[src/rtl/nand_seq_pkg.sv]
package nand_seq_pkg;

  typedef enum logic [1:0] {
    OP_READ  = 2'd0,
    OP_PROG  = 2'd1,
    OP_ERASE = 2'd2
  } nand_op_e;

  typedef enum logic [3:0] {
    S_IDLE,
    S_CMD1,
    S_ADDR,
    S_WDATA,
    S_CMD2,
    S_WAIT,
    S_SCMD,
    S_SRD,
    S_RDATA
  } seq_state_e;

  localparam logic [7:0] CMD_RD_SETUP = 8'h00;
  localparam logic [7:0] CMD_RD_GO    = 8'h30;
  localparam logic [7:0] CMD_PG_SETUP = 8'h80;
  localparam logic [7:0] CMD_PG_GO    = 8'h10;
  localparam logic [7:0] CMD_ER_SETUP = 8'h60;
  localparam logic [7:0] CMD_ER_GO    = 8'hD0;
  localparam logic [7:0] CMD_STATUS   = 8'h70;

endpackage

[src/rtl/nand_addr_pick.sv]
module nand_addr_pick #(
  parameter int COL_BYTES = 2,
  parameter int ROW_BYTES = 3,
  parameter int IDX_W     = $clog2(COL_BYTES + ROW_BYTES)
) (
  input  logic [8*COL_BYTES-1:0] col,
  input  logic [8*ROW_BYTES-1:0] row,
  input  logic [IDX_W-1:0]       idx,
  output logic [7:0]             byte_o
);
  localparam int NB = COL_BYTES + ROW_BYTES;

  logic [8*NB-1:0] flat;
  assign flat = {row, col};

  // Byte index 0 is the lowest column byte; row bytes follow the column bytes.
  always_comb begin
    byte_o = '0;
    for (int i = 0; i < NB; i++) begin
      if (idx == IDX_W'(i)) byte_o = flat[8*i +: 8];
    end
  end
endmodule

[src/rtl/nand_busy_timer.sv]
module nand_busy_timer #(
  parameter int TW    = 16,
  parameter int GUARD = 4
) (
  input  logic          clk,
  input  logic          rst,
  input  logic          start,
  input  logic [TW-1:0] limit,
  input  logic          rb,
  output logic          fin,
  output logic          expired
);
  logic          run;
  logic [TW-1:0] cnt;

  always_ff @(posedge clk) begin
    if (rst) begin
      run     <= 1'b0;
      cnt     <= '0;
      fin     <= 1'b0;
      expired <= 1'b0;
    end else begin
      fin <= 1'b0;
      if (start) begin
        run     <= 1'b1;
        cnt     <= '0;
        expired <= 1'b0;
      end else if (run) begin
        // Ready/busy is not trusted until the flash has had time to pull it low.
        if (cnt >= TW'(GUARD) && rb) begin
          fin <= 1'b1;
          run <= 1'b0;
        end else if (cnt >= limit) begin
          fin     <= 1'b1;
          expired <= 1'b1;
          run     <= 1'b0;
        end else begin
          cnt <= cnt + 1'b1;
        end
      end
    end
  end

  // a wait that is still busy at its limit ends as expired on the next clock
  p_expire_at_limit_r7: assert property (@(posedge clk) disable iff (rst)
    (run && !start && !rb && cnt >= limit) |=> (fin && expired));

  // a finish is only reported for a wait that was running
  p_fin_from_run_r7: assert property (@(posedge clk) disable iff (rst)
    fin |-> $past(run));
endmodule

[src/rtl/nand_page_seq.sv]
module nand_page_seq
  import nand_seq_pkg::*;
#(
  parameter int DATA_BYTES    = 4096,
  parameter int SPARE_BYTES   = 224,
  parameter int COL_BYTES     = 2,
  parameter int ROW_BYTES     = 3,
  parameter int RD_WAIT_CLKS  = 1250,
  parameter int PG_WAIT_CLKS  = 10000,
  parameter int ER_WAIT_CLKS  = 35000,
  parameter int RB_GUARD_CLKS = 4
) (
  input  logic                   clk,
  input  logic                   rst,
  input  logic                   req_valid,
  input  logic [1:0]             req_op,
  input  logic [8*ROW_BYTES-1:0] req_row,
  input  logic [8*COL_BYTES-1:0] req_col,
  output logic                   busy,
  input  logic [7:0]             wr_data,
  output logic                   wr_take,
  output logic [7:0]             rd_data,
  output logic                   rd_valid,
  output logic                   done,
  output logic                   fail,
  output logic                   timed_out,
  output logic                   nand_ce_n,
  output logic                   nand_cle,
  output logic                   nand_ale,
  output logic                   nand_we_n,
  output logic                   nand_re_n,
  output logic [7:0]             nand_dq_out,
  output logic                   nand_dq_oe,
  input  logic [7:0]             nand_dq_in,
  input  logic                   nand_rb
);
  localparam int PAGE_BYTES = DATA_BYTES + SPARE_BYTES;
  localparam int ADDR_BYTES = COL_BYTES + ROW_BYTES;
  localparam int CNT_W      = $clog2(PAGE_BYTES + 1);
  localparam int AIDX_W     = $clog2(ADDR_BYTES);
  localparam int WAIT_MAX   = (ER_WAIT_CLKS > PG_WAIT_CLKS) ?
                              ((ER_WAIT_CLKS > RD_WAIT_CLKS) ? ER_WAIT_CLKS : RD_WAIT_CLKS) :
                              ((PG_WAIT_CLKS > RD_WAIT_CLKS) ? PG_WAIT_CLKS : RD_WAIT_CLKS);
  localparam int TMR_W      = $clog2(WAIT_MAX + 1);
  localparam logic [CNT_W-1:0] LAST_DATA = CNT_W'(PAGE_BYTES - 1);
  localparam logic [CNT_W-1:0] LAST_ADDR = CNT_W'(ADDR_BYTES - 1);
  localparam logic [CNT_W-1:0] FIRST_ROW = CNT_W'(COL_BYTES);

  seq_state_e             state;
  logic                   ph;
  nand_op_e               op;
  logic [8*ROW_BYTES-1:0] row_q;
  logic [8*COL_BYTES-1:0] col_q;
  logic [CNT_W-1:0]       cnt;
  logic                   tmr_start, tmr_fin, tmr_exp;
  logic [TMR_W-1:0]       tmr_limit;
  logic [7:0]             addr_byte, wbyte;

  nand_addr_pick #(
    .COL_BYTES(COL_BYTES),
    .ROW_BYTES(ROW_BYTES),
    .IDX_W    (AIDX_W)
  ) u_addr (
    .col   (col_q),
    .row   (row_q),
    .idx   (cnt[AIDX_W-1:0]),
    .byte_o(addr_byte)
  );

  nand_busy_timer #(
    .TW   (TMR_W),
    .GUARD(RB_GUARD_CLKS)
  ) u_timer (
    .clk    (clk),
    .rst    (rst),
    .start  (tmr_start),
    .limit  (tmr_limit),
    .rb     (nand_rb),
    .fin    (tmr_fin),
    .expired(tmr_exp)
  );

  always_comb begin
    case (op)
      OP_READ: tmr_limit = TMR_W'(RD_WAIT_CLKS);
      OP_PROG: tmr_limit = TMR_W'(PG_WAIT_CLKS);
      default: tmr_limit = TMR_W'(ER_WAIT_CLKS);
    endcase
    case (state)
      S_CMD1:  wbyte = (op == OP_READ) ? CMD_RD_SETUP :
                       (op == OP_PROG) ? CMD_PG_SETUP : CMD_ER_SETUP;
      S_ADDR:  wbyte = addr_byte;
      S_WDATA: wbyte = wr_data;
      S_CMD2:  wbyte = (op == OP_READ) ? CMD_RD_GO :
                       (op == OP_PROG) ? CMD_PG_GO : CMD_ER_GO;
      S_SCMD:  wbyte = CMD_STATUS;
      default: wbyte = 8'h00;
    endcase
  end

  always_ff @(posedge clk) begin
    if (rst) begin
      state       <= S_IDLE;
      ph          <= 1'b0;
      op          <= OP_READ;
      row_q       <= '0;
      col_q       <= '0;
      cnt         <= '0;
      tmr_start   <= 1'b0;
      busy        <= 1'b0;
      wr_take     <= 1'b0;
      rd_data     <= '0;
      rd_valid    <= 1'b0;
      done        <= 1'b0;
      fail        <= 1'b0;
      timed_out   <= 1'b0;
      nand_ce_n   <= 1'b1;
      nand_cle    <= 1'b0;
      nand_ale    <= 1'b0;
      nand_we_n   <= 1'b1;
      nand_re_n   <= 1'b1;
      nand_dq_out <= '0;
      nand_dq_oe  <= 1'b0;
    end else begin
      done      <= 1'b0;
      rd_valid  <= 1'b0;
      wr_take   <= 1'b0;
      tmr_start <= 1'b0;
      case (state)
        S_IDLE: begin
          if (req_valid && req_op != 2'b11) begin
            op        <= nand_op_e'(req_op);
            row_q     <= req_row;
            col_q     <= req_col;
            busy      <= 1'b1;
            nand_ce_n <= 1'b0;
            fail      <= 1'b0;
            timed_out <= 1'b0;
            ph        <= 1'b0;
            state     <= S_CMD1;
          end
        end
        S_CMD1, S_ADDR, S_WDATA, S_CMD2, S_SCMD: begin
          if (!ph) begin
            ph          <= 1'b1;
            nand_we_n   <= 1'b0;
            nand_dq_oe  <= 1'b1;
            nand_dq_out <= wbyte;
            nand_cle    <= (state == S_CMD1) || (state == S_CMD2) || (state == S_SCMD);
            nand_ale    <= (state == S_ADDR);
            wr_take     <= (state == S_WDATA);
          end else begin
            ph        <= 1'b0;
            nand_we_n <= 1'b1;
            case (state)
              S_CMD1: begin
                state <= S_ADDR;
                cnt   <= (op == OP_ERASE) ? FIRST_ROW : '0;
              end
              S_ADDR: begin
                if (cnt == LAST_ADDR) begin
                  cnt   <= '0;
                  state <= (op == OP_PROG) ? S_WDATA : S_CMD2;
                end else cnt <= cnt + 1'b1;
              end
              S_WDATA: begin
                if (cnt == LAST_DATA) begin
                  cnt   <= '0;
                  state <= S_CMD2;
                end else cnt <= cnt + 1'b1;
              end
              S_CMD2: begin
                state     <= S_WAIT;
                tmr_start <= 1'b1;
              end
              default: state <= S_SRD;
            endcase
          end
        end
        S_WAIT: begin
          nand_cle   <= 1'b0;
          nand_ale   <= 1'b0;
          nand_dq_oe <= 1'b0;
          if (tmr_fin) begin
            if (tmr_exp) begin
              timed_out <= 1'b1;
              state     <= S_IDLE;
              busy      <= 1'b0;
              done      <= 1'b1;
              nand_ce_n <= 1'b1;
            end else if (op == OP_READ) begin
              state <= S_RDATA;
              cnt   <= '0;
            end else begin
              state <= S_SCMD;
            end
          end
        end
        S_RDATA, S_SRD: begin
          nand_cle   <= 1'b0;
          nand_ale   <= 1'b0;
          nand_dq_oe <= 1'b0;
          if (!ph) begin
            ph        <= 1'b1;
            nand_re_n <= 1'b0;
          end else begin
            ph        <= 1'b0;
            nand_re_n <= 1'b1;
            if (state == S_SRD) begin
              fail      <= nand_dq_in[0];
              state     <= S_IDLE;
              busy      <= 1'b0;
              done      <= 1'b1;
              nand_ce_n <= 1'b1;
            end else begin
              rd_data  <= nand_dq_in;
              rd_valid <= 1'b1;
              if (cnt == LAST_DATA) begin
                state     <= S_IDLE;
                busy      <= 1'b0;
                done      <= 1'b1;
                nand_ce_n <= 1'b1;
              end else cnt <= cnt + 1'b1;
            end
          end
        end
        default: state <= S_IDLE;
      endcase
    end
  end

  // latch enables are mutually exclusive
  p_cle_ale_excl_r8: assert property (@(posedge clk) disable iff (rst)
    !(nand_cle && nand_ale));
  // never strobe write and read together
  p_strobe_excl_r8: assert property (@(posedge clk) disable iff (rst)
    !(!nand_we_n && !nand_re_n));
  // write strobe low for a single clock
  p_we_one_low_r8: assert property (@(posedge clk) disable iff (rst)
    !nand_we_n |=> nand_we_n);
  // read strobe low for a single clock
  p_re_one_low_r8: assert property (@(posedge clk) disable iff (rst)
    !nand_re_n |=> nand_re_n);
  // strobes only with the chip selected
  p_ce_on_strobe_r8: assert property (@(posedge clk) disable iff (rst)
    (!nand_we_n || !nand_re_n) |-> !nand_ce_n);
  // a valid request in idle starts an operation
  p_accept_idle_r9: assert property (@(posedge clk) disable iff (rst)
    (!busy && req_valid && req_op != 2'b11) |=> busy);
  // done is a single-clock pulse and coincides with idle
  p_done_pulse_r10: assert property (@(posedge clk) disable iff (rst)
    done |=> !done);
  p_done_idle_r10: assert property (@(posedge clk) disable iff (rst)
    done |-> !busy);
  // data counter never passes the page length
  p_count_bound_r3: assert property (@(posedge clk) disable iff (rst)
    (state == S_RDATA || state == S_WDATA) |-> cnt <= LAST_DATA);
  // a timeout flag only appears with done
  p_tmo_with_done_r7: assert property (@(posedge clk) disable iff (rst)
    $rose(timed_out) |-> done);
endmodule

[config.mk]
export PLATFORM = sky130hd
export DESIGN_NAME = nand_page_seq
export DESIGN_NICKNAME = d
export VERILOG_FILES = /design/src/rtl/nand_seq_pkg.sv /design/src/rtl/nand_addr_pick.sv /design/src/rtl/nand_busy_timer.sv /design/src/rtl/nand_page_seq.sv
export SDC_FILE = /design/constraint.sdc
export NUM_CORES = 1
export LEC_CHECK = 0
export ABC_AREA = 1
export BUFFER_PORTS_ARGS = -buffer_cell sky130_fd_sc_hd__buf_4
export CAP_MARGIN = 20
export CORE_MARGIN = 3
export CORE_UTILIZATION = 35
export DETAILED_ROUTE_END_ITERATION = 16
export PLACE_DENSITY = 0.57
export SLEW_MARGIN = 20
export SYNTH_ARGS = -nofsm -noshare
export SYNTH_HDL_FRONTEND = slang
export SYNTH_SLANG_ARGS = --single-unit
[constraint.sdc]
create_clock -name clk -period 5.9 [get_ports clk]
set_input_delay 0.59 -clock clk [delete_from_list [all_inputs] [get_ports clk]]
set_output_delay 0.59 -clock clk [all_outputs]
set_load 0.005 [all_outputs]
==> results.txt <==
# setup viols final -> 0
Total CTS buffers -> 9
Final max-slew violation count -> 0
Worst Setup End Kind -> flip-flop
Combinational share of power -> 0.399
Vias per cell -> 4.937
Max-cap violation count -> 0
Sequential-to-total area share from yosys stat -> 0.3597
Initial Utilization -> 0.3599
Most frequent cells in the layout -> nand2_1 (203), nor2_1 (143), dfxtp_1 (108)
Io pins -> 90
RePlAce Congestion -> 0.8992
Hold buffers post-CTS -> 0
First-pass GRT wire length -> 27770 um
Fmax -> 0.3528 GHz
Sw power -> 1061 uW
Library cells used by synthesis -> 40
Critical Path AT -> 3.12 ns
# fillers -> 1818
Global Route met3 Usage -> 0.04228
Reg power frac -> 0.368
Core area -> 16700 um2
Post-DP HPWL -> 12370 um
Footprint of the multi-input gates -> 3361 um2
Main flop type after synthesis -> dfxtp_1
Finished Core Util -> 0.4240
Pwr dens -> 362.7 nW/um2
Ys Warns -> 0
Clock root cell -> clkbuf_16
Syn_nets -> 985
Setup TNS -> 0 ns
Req. time, crit path -> 6.18 ns
Normalized max-slew margin -> 0.3669
H-tree levels -> 3
Power Internal -> 1507 uW
CTS Sinks -> 108
Final Instance Area -> 7082 um2
Max clock buf depth -> 2
Crit Path Max Fanout -> 18
PortBufs -> 89
Commonest non-fill, non-tap cell in the layout -> nand2_1
Post-synth ARST share -> 0
Largest net degree at the start of global routing -> 62
Clock slew seen by the registers of the worst setup and hold paths -> 0.08 ns
Period utilisation layout -> 0.4804
Congestion Overflow GR -> 0
HP Class -> in2reg
Area Overhead vs Synth -> 17.82%
GR Util All Layers -> 0.1848
Die area -> 18780 um2
FF/Latch Area -> 2162 um2
Met1 track demand over resource -> 0.2609
Iteration-0 DRC Markers -> 361
Row count -> 47
Sw frac -> 0.4133
Worst Skew -> 0.01367 ns
Worst-margin pin slew -> 0.9482 ns
Number of global-route vias before repair -> 5487
GRT busiest layer -> met2
Skew-Pair Late Insertion Delay -> 0.36 ns
# DRC -> 0
Final #Nets -> 1051
VDD IR max -> 0.1783 mV
Ant. Diodes -> 0
Initial antenna violation count -> 0
Post-CTS setup buffer count -> 0
RSZ-0062 raised after global routing -> false
Status -> completed
Netlist Area Pre-Place -> 6011 um2
Fin crit period -> 2.834 ns
DR WL/cell -> 14.36 um
CTS tree -> built
Share of layout cells above drive strength 1 -> 0.1385
Pre-antenna DRT Iters -> 5
Detailed-route via count -> 5900
Clk pwr share -> 0.233
Syn Area/Cell -> 6.649 um2
Cts repair resizes -> 0
Static leakage power -> 0.003036 uW
Antenna viol nets, final -> 0
Final Hold Fails -> 0
Critical path class -> reg2reg
Startpoint type of the worst setup path -> flip-flop
Grt met2 use -> 0.2801
WL final -> 17160 um
Post-synth EDFFs -> 0
Flops & latches, synth -> 108
Mapped Cells -> 904
DP Area -> 6795 um2
Die height -> 137.1 um
Die width -> 137.1 um
==> worst max-delay path: stages (launching register included) <==
cell     delay (ns)
dfxtp_1        0.35
inv_1          0.08
nor2_1         0.27
inv_1          0.20
ha_1           0.31
nand2_1        0.06
nor3_1         0.26
nor3b_1        0.33
nand2_2        0.33
nand3_4        0.34
nand2_1        0.09
a21oi_1        0.13
==> kinds of logic after synthesis <==
family,after synthesis,share of synthesized area
flops,108,0.3597
xor+xnor,14,0.02040
compound gates,166,0.1520
fa+ha+maj,19,0.03955
buf+inv,119,0.08118
simple gates,478,0.3472
==> final timing paths <==
kind | startpoint | endpoint | slack [ns] | depth (start not counted)
worst max-delay path | op[0]$_SDFFE_PP0P_ | u_timer.cnt[9]$_SDFFE_PP0P_ | 3.07 | 11
worst min-delay path | req_row[19] | row_q[19]$_SDFFE_PP0P_ | 0.44 | 3
worst max register to register | op[0]$_SDFFE_PP0P_ | u_timer.cnt[9]$_SDFFE_PP0P_ | 3.07 | 11
worst min register to register | col_q[14]$_SDFFE_PP0P_ | col_q[14]$_SDFFE_PP0P_ | 0.45 | 2
==> per-stage QoR <==
step,std cells,power (uW),setup slack [ns],hold WS [ns]
floorplan,904,1684,3.761,0.4245
global placement,1179,1988,3.025,0.4399
detailed placement,1179,1985,3.081,0.4420
CTS,1195,2593,3.043,0.4348
global route,1195,2767,2.784,0.4397
finish,1195,2568,3.066,0.4436
==> layer usage <==
metal	wire length (um)	share of wire
met2	7439	0.43
met1	8422	0.49
met3	930	0.054
met5	0	0
met4	368	0.021
==> power by group through the flow <==
stage / sequential, uW / clock (uW) / combinational, uW
after CTS: 947 / 619 / 1030
after global routing: 963 / 645 / 1160
after global placement: 961 / 0 / 1030
after floorplan: 947 / 0 / 737
after detailed placement: 962 / 0 / 1020
final: 946 / 597 / 1020
==> state kept, by name, summed over array words and instances (netlist names), 2 cells and up <==
register     flops
row_q           24
col_q           16
u_timer.cnt     16
cnt             13
nand_dq_out      8
rd_data          8
state            4
op               2
==> synthesized netlist by cell type (2+ instances only) <==
cell type  instances  area share
a31oi_1            5      0.0052
nand3_1           80       0.067
buf_2              7      0.0058
nand3_4            2      0.0058
ha_1              19       0.040
a21oi_1           73       0.061
buf_6              3      0.0056
o21ai_0           60       0.050
o211ai_1          10       0.012
xor2_1             9       0.013
nand2_1          203        0.13
nand4_1           24       0.025
buf_4              2      0.0025
o21ai_1            5      0.0042
clkbuf_1          24       0.015
nor2_4             5      0.0094
inv_1             76       0.047
o21bai_1           3      0.0037
nand2_2            4      0.0042
a211oi_1           2      0.0025
xnor2_1            5      0.0073
dfxtp_1          108        0.36
inv_2              6      0.0037
a21oi_2            2      0.0029
nor2_2             4      0.0042
nor3_1             5      0.0042
nor2_1           143       0.089
nand2_4            3      0.0056
==> layout make-up <==
type | instances | area share
clock buffers | 10 | 0.03233
clock inverters | 6 | 0.008127
inverters | 83 | 0.04435
multi-input cells | 677 | 0.4746
flip-flops and latches | 108 | 0.3053
well taps | 220 | 0.03887
repair buffers | 91 | 0.09647
No activity file was read; power rests on OpenSTA's default activity.
